==> config.mk <==
export PLATFORM = sky130hd
export DESIGN_NAME = rtwp_report_enc
export DESIGN_NICKNAME = d
export VERILOG_FILES = /design/src/rtl/rtwp_pkg.sv /design/src/rtl/rtwp_quant.sv /design/src/rtl/rtwp_bank.sv /design/src/rtl/rtwp_slot_mux.sv /design/src/rtl/rtwp_report_enc.sv
export SDC_FILE = /design/constraint.sdc
export NUM_CORES = 1
export LEC_CHECK = 0
export ABC_AREA = 1
export BUFFER_PORTS_ARGS = -buffer_cell sky130_fd_sc_hd__buf_2
export CAP_MARGIN = 20
export CORE_ASPECT_RATIO = 0.5
export CORE_MARGIN = 1
export CORE_UTILIZATION = 45
export DETAILED_ROUTE_END_ITERATION = 8
export GPL_TIMING_DRIVEN = 0
export PLACE_DENSITY = 0.7
export SLEW_MARGIN = 30
export SYNTH_ARGS = -nofsm -noshare
export SYNTH_HDL_FRONTEND = slang
export SYNTH_SLANG_ARGS = --single-unit
==> constraint.sdc <==
create_clock -name clk -period 10 [get_ports clk]
set_input_delay 0.5 -clock clk [delete_from_list [all_inputs] [get_ports clk]]
set_output_delay 0.5 -clock clk [all_outputs]
set_load 0.05 [all_outputs]
==> src/rtl/rtwp_pkg.sv <==
`timescale 1ns/1ps
package rtwp_pkg;
  localparam int CODE_W       = 16;
  localparam int FLOOR_TENTHS = -1120;
  localparam int CEIL_TENTHS  = -500;
  localparam int CODE_BIAS    = 1121;
  localparam int CODE_TOP     = 621;

  typedef logic [CODE_W-1:0] code_t;

  // saturating 0.1 dB quantizer
  function automatic code_t quantize(input int x);
    if (x < FLOOR_TENTHS)
      return '0;
    else if (x >= CEIL_TENTHS)
      return code_t'(CODE_TOP);
    else
      return code_t'(x + CODE_BIAS);
  endfunction
endpackage

==> src/rtl/rtwp_quant.sv <==
`timescale 1ns/1ps
module rtwp_quant
  import rtwp_pkg::*;
#(
  parameter int MEAS_W = 16,
  parameter int GRP_W  = 4
) (
  input  logic                     clk,
  input  logic                     rst,
  input  logic                     in_valid,
  input  logic [GRP_W-1:0]         in_group,
  input  logic signed [MEAS_W-1:0] in_tenths,
  output logic                     out_valid,
  output logic [GRP_W-1:0]         out_group,
  output code_t                    out_code
);
  int x_ext;
  assign x_ext = int'(in_tenths);

  always_ff @(posedge clk) begin
    if (rst) begin
      out_valid <= 1'b0;
      out_group <= '0;
      out_code  <= '0;
    end else begin
      out_valid <= in_valid;
      if (in_valid) begin
        out_group <= in_group;
        out_code  <= quantize(x_ext);
      end
    end
  end


  sat_high_chk: assert property (@(posedge clk) disable iff (rst)
    (in_valid && x_ext >= CEIL_TENTHS) |=> (out_code == code_t'(CODE_TOP)));

  sat_low_chk: assert property (@(posedge clk) disable iff (rst)
    (in_valid && x_ext < FLOOR_TENTHS) |=> (out_code == '0));

  code_range_chk: assert property (@(posedge clk) disable iff (rst)
    out_valid |-> (out_code <= code_t'(CODE_TOP)));
endmodule

==> src/rtl/rtwp_bank.sv <==
`timescale 1ns/1ps
module rtwp_bank
  import rtwp_pkg::*;
#(
  parameter int NGROUP         = 16,
  parameter int GRP_W          = 4,
  parameter int HFN_W          = 8,
  parameter int REFRESH_STRIDE = 30
) (
  input  logic              clk,
  input  logic              rst,
  input  logic              wr_valid,
  input  logic [GRP_W-1:0]  wr_group,
  input  code_t             wr_code,
  input  logic [NGROUP-1:0] grp_enable,
  input  logic              hf_start,
  input  logic [HFN_W-1:0]  hf_num,
  output code_t [NGROUP-1:0] live_codes
);
  logic reload;
  always_comb begin
    reload = hf_start && ((int'(hf_num) % REFRESH_STRIDE) == 0);
  end

  code_t stg [NGROUP];

  for (genvar g = 0; g < NGROUP; g++) begin : g_grp
    // staging side: takes every new code
    always_ff @(posedge clk) begin
      if (rst)
        stg[g] <= '0;
      else if (wr_valid && wr_group == GRP_W'(g))
        stg[g] <= wr_code;
    end

    // live side: changes only on a reload hyperframe
    always_ff @(posedge clk) begin
      if (rst)
        live_codes[g] <= '0;
      else if (reload)
        live_codes[g] <= grp_enable[g] ? stg[g] : '0;
    end


    unconf_zero_chk: assert property (@(posedge clk) disable iff (rst)
      (reload && !grp_enable[g]) |=> (live_codes[g] == '0));
  end


  live_hold_chk: assert property (@(posedge clk) disable iff (rst)
    !reload |=> $stable(live_codes));

  no_tear_chk: assert property (@(posedge clk) disable iff (rst)
    (wr_valid && !reload) |=> $stable(live_codes));
endmodule

==> src/rtl/rtwp_slot_mux.sv <==
`timescale 1ns/1ps
module rtwp_slot_mux
  import rtwp_pkg::*;
#(
  parameter int NGROUP = 16,
  parameter int Y_W    = 2,
  parameter int SUB_LO = 50,
  parameter int SUB_HI = 51
) (
  input  logic               clk,
  input  logic               rst,
  input  code_t [NGROUP-1:0] live_codes,
  input  logic               rd_valid,
  input  logic [5:0]         rd_ns,
  input  logic [Y_W-1:0]     rd_y,
  input  logic [1:0]         rd_xs,
  output logic [7:0]         cw_byte,
  output logic               cw_hit
);
  localparam int IDX_W = Y_W + 2;

  logic [IDX_W-1:0] idx;
  code_t            sel;
  logic             in_rng;
  logic             is_lo, is_hi;

  always_comb begin
    idx    = {rd_y, rd_xs};
    sel    = '0;
    in_rng = 1'b0;
    for (int g = 0; g < NGROUP; g++) begin
      if (idx == IDX_W'(g)) begin
        sel    = live_codes[g];
        in_rng = 1'b1;
      end
    end
    is_lo = (rd_ns == 6'(SUB_LO));
    is_hi = (rd_ns == 6'(SUB_HI));
  end

  always_ff @(posedge clk) begin
    if (rst) begin
      cw_byte <= '0;
      cw_hit  <= 1'b0;
    end else if (rd_valid && in_rng && (is_lo || is_hi)) begin
      cw_byte <= is_lo ? sel[7:0] : sel[15:8];
      cw_hit  <= 1'b1;
    end else begin
      cw_byte <= '0;
      cw_hit  <= 1'b0;
    end
  end


  foreign_slot_chk: assert property (@(posedge clk) disable iff (rst)
    (rd_valid && !is_lo && !is_hi) |=> (cw_byte == '0 && !cw_hit));

  idle_quiet_chk: assert property (@(posedge clk) disable iff (rst)
    !rd_valid |=> !cw_hit);
endmodule

==> src/rtl/rtwp_report_enc.sv <==
`timescale 1ns/1ps
module rtwp_report_enc
  import rtwp_pkg::*;
#(
  parameter int NGROUP         = 16,
  parameter int Y_SLOTS        = 4,
  parameter int MEAS_W         = 16,
  parameter int HFN_W          = 8,
  parameter int REFRESH_STRIDE = 30,
  parameter int SUB_LO         = 50,
  parameter int SUB_HI         = 51,
  localparam int GRP_W = (NGROUP > 1) ? $clog2(NGROUP) : 1,
  localparam int Y_W   = (Y_SLOTS > 1) ? $clog2(Y_SLOTS) : 1
) (
  input  logic                     clk,
  input  logic                     rst,
  input  logic                     meas_valid,
  input  logic [GRP_W-1:0]         meas_group,
  input  logic signed [MEAS_W-1:0] meas_tenths,
  input  logic [NGROUP-1:0]        grp_enable,
  input  logic                     hf_start,
  input  logic [HFN_W-1:0]         hf_num,
  input  logic                     rd_valid,
  input  logic [5:0]               rd_ns,
  input  logic [Y_W-1:0]           rd_y,
  input  logic [1:0]               rd_xs,
  output logic [7:0]               cw_byte,
  output logic                     cw_hit
);
  logic               q_valid;
  logic [GRP_W-1:0]   q_group;
  code_t              q_code;
  code_t [NGROUP-1:0] live_codes;

  rtwp_quant #(.MEAS_W(MEAS_W), .GRP_W(GRP_W)) u_quant (
    .clk(clk), .rst(rst),
    .in_valid(meas_valid), .in_group(meas_group), .in_tenths(meas_tenths),
    .out_valid(q_valid), .out_group(q_group), .out_code(q_code)
  );

  rtwp_bank #(.NGROUP(NGROUP), .GRP_W(GRP_W), .HFN_W(HFN_W),
              .REFRESH_STRIDE(REFRESH_STRIDE)) u_bank (
    .clk(clk), .rst(rst),
    .wr_valid(q_valid), .wr_group(q_group), .wr_code(q_code),
    .grp_enable(grp_enable), .hf_start(hf_start), .hf_num(hf_num),
    .live_codes(live_codes)
  );

  rtwp_slot_mux #(.NGROUP(NGROUP), .Y_W(Y_W), .SUB_LO(SUB_LO),
                  .SUB_HI(SUB_HI)) u_mux (
    .clk(clk), .rst(rst), .live_codes(live_codes),
    .rd_valid(rd_valid), .rd_ns(rd_ns), .rd_y(rd_y), .rd_xs(rd_xs),
    .cw_byte(cw_byte), .cw_hit(cw_hit)
  );


  reset_clear_chk: assert property (@(posedge clk)
    rst |=> (cw_byte == '0 && !cw_hit));
endmodule

# Word level (Yosys, flattened, before mapping)
# Memories as Yosys holds them, arrays and structs flattened.
# Index checks and enable logic that the tools add are counted.
# word_totals
ff_bits,286
ram_bits,256
output_inout_bits,9
elab_cells,217
memories,1
# memory_table
memory,words,word_bits,rd,rd_clocked_by_memory_dff,write_ports,line,rtl
u_bank.stg,16,16,16,0,16,rtwp_bank.sv:25,code_t stg [NGROUP];
# classes
addsub,1
div,1
n_lt_le_gt_ge,2
n_eq_ne,32
muxes,118
bitwise_logic,17
reduce_logical,24
# op_table
cell,n
$mux 16,50
$mux 1,67
$eq 4x4->1 const B,16
$eq 4x3->1 const B,8
$logic_not 32->1,1
$mod 9x6->32 const B,1
$logic_and 1x1->1,19
$add 16x12->16 const B,1
$eq 4x2->1 const B,4
$ge 16x10->1 const B,1
$lt 16x12->1 const B,1
$or 1x1->1,16
$eq 6x6->1 const B,2
$eq 4x1->1 const B,2
$logic_not 4->1,2
$mux 8,1
$reduce_or 2->1,1
$logic_or 1x1->1,1
$not 1->1,1

# Longest topological paths before layout
# Gate-level depths: netlist of the first run.
# depth
word_depth,21
mapped_depth,31
ltp_nobuf,29

# By module
# A second synthesis of the first run with hierarchy kept.
# hier_totals
cells_unflattened,3341
hier_area_um2,25186.7
# modules_own_cells
module,instances,cells_each,area_each_um2
rtwp_bank,1,2666,21618.2
rtwp_slot_mux,1,529,2543.7
rtwp_quant,1,146,1024.7

# Worst setup path before layout of the first run
# Ideal clock, no wire load.
# synth_path
kind,input to register
startpoint,input port hf_num[6]
endpoint,register u_bank.live_codes[19] (netlist bit)
setup_time_ps,111
arrival_ps,3482
required_time_ps,9889
setup_slack_ps,6406
stages,27
n_path_buf,2
path_cell_list,nand3_1 -> inv_1 -> ha_1 -> o31ai_1 -> nand2_2 -> o21bai_1 -> nand2_1 -> nand2_2 -> nor2_4 -> nand2_2 -> nand3_2 -> nand2_1 -> nand2_1 -> inv_2 -> ha_1 -> inv_1 -> nand2_1 -> a21oi_1 -> nand2_1 -> nand2_1 -> nand3_2 -> nor2_4 -> buf_2 -> buf_2 -> nand3_1 -> nand2_1 -> nor2_1
# synth_via
elab_chain_len,3
# synth_rtl
item,line,rtl
from (decl),rtwp_report_enc.sv:22,"input logic [HFN_W-1:0] hf_num,"
$mod 9x6->32,rtwp_bank.sv:22,reload = hf_start && ((int'(hf_num) % REFRESH_STRIDE) == 0);
$logic_not 32->1,rtwp_bank.sv:22,
$logic_and 1x1->1,rtwp_bank.sv:22,
"to (signal, indexed assignment)",rtwp_bank.sv:41,live_codes[g] <= grp_enable[g] ? stg[g] : '0;
to (decl),rtwp_bank.sv:18,output code_t [NGROUP-1:0] live_codes
# Every way passes these cells.
# A chain may end at the register's enable or synchronous reset.

# Worst setup path after layout of the first run
# layout_path
startpoint,input port hf_num[4]
endpoint,register u_bank.live_codes[182] (netlist bit)
# The elaborated chain is that of the path after synthesis.

==> flow_summary.yaml, run 1 <==
run_status:
  status: "completed"
timing:
  min_period_ns: 4.05
  fmax_ghz: 0.247
  fin_setup_tns_ns: 0
  rsz0062_at_grt: "false"
  slew_viol_final: 0
  setup_viol: 0
  max_slew.worst_pin.slew_ns: 1.05
  hold_slack_ns: 0.150
  relSlewSlack_pct: 30.3
  skew_ns: 0.0107
  fin_crit_sh_pct: 40.5
  hold_violations: 0
setup_path:
  worstSetupStartpointType: "input pin"
  cpMostUsedCell: "nand2_1"
  path_delay_family: "simple AND/OR/NAND/NOR gates"
  r2r_start: "u_bank.live_codes[2]$_SDFFE_PP0P_"
  cp_slowest_cell: "buf_2"
  required_ns: 10.49
  critical_path_peak_fanout: 10
  endpoint_kind: "flip-flop"
  worst-setup-path-type: "in -> reg"
  arrival_ns: 4.54
  cp.buffers_inverters: 7
  slowest_delay_ns: 0.40
  setup.worst_path.start: "hf_num[4]"
cells_and_area:
  drive_above_1_share_pct: 7.63
  nets: 3310
  syn2layout_area_growth_pct: 12.3
  insertedDiodeCount: 0
  fin_cells: 3989
  design_area_mm2: 0.0272
  layout_common_cells: "nor2_1 (841), nand2_1 (825), dfxtp_1 (286), edfxtp_1 (256), nand3_1 (241)"
  layout_commonest_cell: "nor2_1"
clock_tree:
  ctsResizeCount: 0
  clkSinkCount: 542
  cts_setup_buffers: 0
  holdBufCountCts: 0
  cts_root_buf: "clkbuf_16"
  cts_tree: "done"
  ctsLongestPathBuffers: 3
  clk_latency_ns: 0.59
  clk_pin_slew_ns: 0.07
  cts_buffers: 50
  htreeDepth: 2
global_route:
  grt_pass1_wl_mm: 114
  track_usage_pct: 27.6
  grt_max_degree: 17
  grt_pass1_vias: 19186
  grt_overflow_total: 0
  antenna_found_initial: 0
place:
  gp_congestion: 0.967
  dp_hpwl_mm: 53.8
  dpl_cell_area_mm2: 0.0255
  placed_cells: 3895
  port_buffers: 49
floorplanning:
  dieArea_mm2: 0.0549
  rows: 59
  die_w_um: 330
  die_h_um: 166
  coreArea_mm2: 0.0526
  num_io_pins: 68
  initial_core_util_pct: 46.1
detailed_routing:
  routed_wl_mm: 76.8
  dr.first_iter.drc_count: 2930
  drc: 0
  wl_per_cell_um: 19.2
  ant_nets: 0
  via_per_inst: 5.37
  first_pass_iters: 6
  vias: 21429
min_path:
  hold_start: "meas_group[2]"
  min_path_type: "in -> reg"
power_and_ir_drop:
  ir_drop_mv: 0.107
  power.density_mw_per_mm2: 176
  leakage_nw: 11.7
synthesis:
  ys_seq_area_share_pct: 55.3
  avgSynthCellArea_um2: 7.72
  syn-instance-count: 3140
  synth.distinct_cells: 42
  netlist_area_mm2: 0.0243
  ys_warn_count: 0
  syn_nets: 3204
  ys_seq_elements: 542
run:
  cap_viol_max_count: 0
-- worst reg2reg max path, delay by kind of cell (launching register included) --
family	cells	cell delay (ns)
AOI/OAI and AO/OA	9	1.82
and+or+nand+nor	5	0.71
DFF	1	0.34
-- where the power goes --
group | switching [mW] | internal (mW)
registers | 0.0198 | 2.37
logic | 0.296 | 0.0889
clock network | 0.882 | 1.12
-- cell type report --
type / instances / area, µm²
fill: 5031 / 25300
sequential: 542 / 13400
multi-input combinational: 2148 / 9040
clock buffer: 75 / 1580
inverter: 256 / 961
buffer: 194 / 921
tap: 701 / 877
timing repair buffer: 54 / 302
clock inverter: 19 / 135
-- metrics by stage --
stage               total power, mW  utilization (%)  setup slack (ns)
floorplan                      2.67                -              6.41
CTS                            4.77             51.8              5.99
global placement               2.80             48.3              5.34
global route                   4.91             51.8              5.53
finish                         4.78             51.8              5.95
detailed placement             2.81             48.5              5.40
-- Yosys cell counts (all sizes together) --
cell type | number | area, µm²
inv | 247 | 927
dfxtp | 286 | 5730
a211oi | 1 | 7.51
o41ai | 1 | 8.76
nand4 | 47 | 294
xor2 | 2 | 17.5
nand3b | 3 | 22.5
ha | 5 | 62.6
a21oi | 50 | 250
o21ai | 61 | 317
o21bai | 1 | 7.51
and3 | 1 | 6.26
a221oi | 9 | 78.8
clkbuf | 103 | 387
nand3 | 244 | 1240
a32o | 1 | 10.0
o22ai | 5 | 31.3
o2111ai | 8 | 70.1
o211ai | 11 | 82.6
a32oi | 1 | 8.76
buf | 91 | 518
nand2 | 830 | 3130
a22oi | 1 | 7.51
edfxtp | 256 | 7690
o21a | 1 | 7.51
xnor2 | 1 | 8.76
nor3 | 12 | 60.1
clkinv | 9 | 33.8
o31ai | 1 | 7.51
a31oi | 2 | 12.5
nor3b | 2 | 15.0
o221ai | 2 | 17.5
nor2 | 845 | 3200
-- routing by layer --
| layer | wire length, µm | GRT usage [%] |
|---|---|---|
| met1 | 32500 | 39.9 |
| met2 | 33600 | 42.5 |
| met4 | 2590 | 8.40 |
| met5 | 0 | 0 |
| met3 | 8020 | 4.05 |
-- kinds of logic after synthesis --
group                      share of synthesized area [%]
DFF                                                 55.3
AOI/OAI and AO/OA                                   3.81
and+or+nand+nor                                     32.8
buffers and inverters                               7.69
xor gates and xnor gates                           0.108
adders and majority gates                          0.258
-- state kept, by name, indices dropped and copies added, names as in the netlist --
name,count
u_bank.live_codes,256
u_bank.stg,256
u_mux.cw_byte,8
u_mux.cw_hit,1
u_quant.out_code,16
u_quant.out_group,4
u_quant.out_valid,1
-- final timing paths --
kind	endpoint	slack, ns	depth (start not counted)
hold / removal	u_quant.out_group[2]$_SDFFE_PP0P_	0.15	3
hold reg to reg	u_quant.out_code[2]$_SDFFE_PP0P_	0.47	2
setup reg to reg	u_mux.cw_byte[2]$_SDFF_PP0_	7.03	14
setup / recovery	u_bank.live_codes[182]$_SDFFE_PP0P_	5.95	31
No activity file was read; power rests on OpenSTA's default activity.
==> run 2: changes to the inputs <==
--- a/config.mk
+++ b/config.mk
@@ -13,7 +13,7 @@
 export CORE_UTILIZATION = 45
 export DETAILED_ROUTE_END_ITERATION = 8
 export GPL_TIMING_DRIVEN = 0
-export PLACE_DENSITY = 0.7
+export PLACE_DENSITY = 0.72
 export SLEW_MARGIN = 30
 export SYNTH_ARGS = -nofsm -noshare
 export SYNTH_HDL_FRONTEND = slang
==> constraint.sdc (replaced) <==
create_clock -name clk -period 3.4 [get_ports clk]
set_input_delay 0.17 -clock clk [delete_from_list [all_inputs] [get_ports clk]]
set_output_delay 0.17 -clock clk [all_outputs]
set_load 0.05 [all_outputs]
==> run 2 against run 1 <==
Compared with the run above: power rose to 2.9 times the previous value; largest power group unchanged; core utilization up 0.87 points; hold slack worse by 0.12 ns; sequential cell count unchanged; register-to-register slack worse by 6.6 ns.
==> flow_summary.yaml, run 2 (synthesized netlist as in run 1, its figures left out) <==
run_status:
  status: "completed"
clock_tree:
  clkSinkCount: 542
  cts_buffers: 50
  cts_root_buf: "clkbuf_16"
  cts_tree: "done"
  ctsLongestPathBuffers: 3
  clk_latency_ns: 0.59
  htreeDepth: 2
  clk_pin_slew_ns: 0.06
setup_path:
  worst-setup-path-type: "in -> reg"
  arrival_ns: 3.68
  required_ns: 3.90
  endpoint_kind: "flip-flop"
  worstSetupStartpointType: "input pin"
  critical_path_peak_fanout: 10
timing:
  skew_ns: 0.0201
  hold_slack_ns: 0.0334
  relSlewSlack_pct: 25.9
  hold_violations: 0
  rsz0062_at_grt: "true"
  max_slew.worst_pin.slew_ns: 1.11
  min_period_ns: 3.18
  setup_viol: 0
  slew_viol_final: 0
  fin_setup_tns_ns: 0
  worst_slack_ns: 0.220
  fmax_ghz: 0.315
  fin_crit_sh_pct: 93.5
cells_and_area:
  layout_commonest_cell: "nor2_1"
  insertedDiodeCount: 0
  nets: 3329
  drive_above_1_share_pct: 8.80
  syn2layout_area_growth_pct: 14.1
  fin_cells: 4008
  reg_top3: "u_bank.live_codes x256, u_bank.stg x256, u_quant.out_code x16"
  layout_common_cells: "nor2_1 (824), nand2_1 (821), dfxtp_1 (286), edfxtp_1 (256), inv_1 (239)"
power_and_ir_drop:
  leakage_nw: 11.9
  power.density_mw_per_mm2: 506
  ir_drop_mv: 0.372
  power_mw: 14.0
global_route:
  grt_pass1_wl_mm: 116
  antenna_found_initial: 0
  grt_pass1_vias: 19590
  grt_overflow_total: 0
  grt_max_degree: 17
  track_usage_pct: 27.9
floorplanning:
  initial_core_util_pct: 46.1
  num_io_pins: 68
  die_h_um: 166
  dieArea_mm2: 0.0549
  coreArea_mm2: 0.0526
  die_w_um: 330
  rows: 59
run:
  cap_viol_max_count: 0
detailed_routing:
  ant_nets: 0
  dr.first_iter.drc_count: 2556
  routed_wl_mm: 77.4
  drc: 0
  wl_per_cell_um: 19.3
  vias: 21422
  via_per_inst: 5.34
  first_pass_iters: 6
min_path:
  min_path_type: "in -> reg"
place:
  port_buffers: 49
  placed_cells: 3897
  post-place-ws_ns: -1.02
  dp_hpwl_mm: 54.6
  gp_congestion: 1.04
-- run 2: changes by cell type in the layout (fill, tap and decap cells not counted), moves of 4 or more --
cell,before,now
buf_2,91,64
buf_4,25,44
nor2_1,841,824
nor2_2,0,15
dlygate4sd3_1,0,9
clkbuf_4,0,7
nand3_1,241,235
buf_6,9,14
clkinv_4,5,0
clkinv_2,7,11
nand2_1,825,821
nand3_2,3,7
-- run 2: critical path, stage by stage --
cell and delay [ns]:
buf_2 0.13, nor2_1 0.50, inv_1 0.22, nor2_1 0.53, clkbuf_1 0.54, nand2_1 0.11
nand4_1 0.17, o21ai_0 0.19, nand4_1 0.20, a21oi_1 0.13, nand4_1 0.13, o21ai_0 0.24
nand4_1 0.17, nand2_1 0.06, a21oi_1 0.19
-- run 2: what timing repair did --
item	CTS	global route
hold buffers	9	0
endpoints found under the setup margin	230	256
pin swaps	3	13
gates resized for setup	24	74
hold endpoints to repair	9	0
buffers inserted	2	6
-- run 2: power by group --
part,internal [mW],switching (mW),total [mW]
Sequential,6.97,0.0594,7.03
Combinational,0.315,0.901,1.22
Clock,3.22,2.55,5.77
Total,10.5,3.51,14.0
-- run 2: layout make-up --
class / instances / area (µm²)
buffer: 194 / 1010
fill: 4938 / 24900
clock inverter: 21 / 160
clock buffer: 73 / 1500
sequential: 542 / 13400
multi-input combinational: 2148 / 9220
tap: 701 / 877
timing repair buffer: 73 / 546
inverter: 256 / 961
-- run 2: worst paths after layout --
path,startpoint,to,slack [ns],depth (start not counted)
setup reg to reg,u_bank.live_codes[2]$_SDFFE_PP0P_,u_mux.cw_byte[2]$_SDFF_PP0_,0.47,14
hold reg to reg,u_bank.live_codes[243]$_SDFFE_PP0P_,u_bank.live_codes[243]$_SDFFE_PP0P_,0.47,2
hold / removal,grp_enable[5],u_bank.live_codes[92]$_SDFFE_PP0P_,0.03,5
setup / recovery,rd_xs[1],u_mux.cw_byte[5]$_SDFF_PP0_,0.22,15
-- run 2: metrics by stage --
stage	instance area [µm²]	util [%]
global placement	25400	48.3
global route	27700	52.7
detailed placement	25500	48.6
CTS	27400	52.1
floorplan	24300	-
finish	27700	52.7
-- run 2: routing by layer --
metal  global-route usage [%]  vias up  share of wire, %
met2                     42.2     1066                43
met1                     40.1    10024                43
met5                        0        -                 0
met3                     5.18      161                11
met4                     9.14        0               3.4
li1                         -    10171                 -
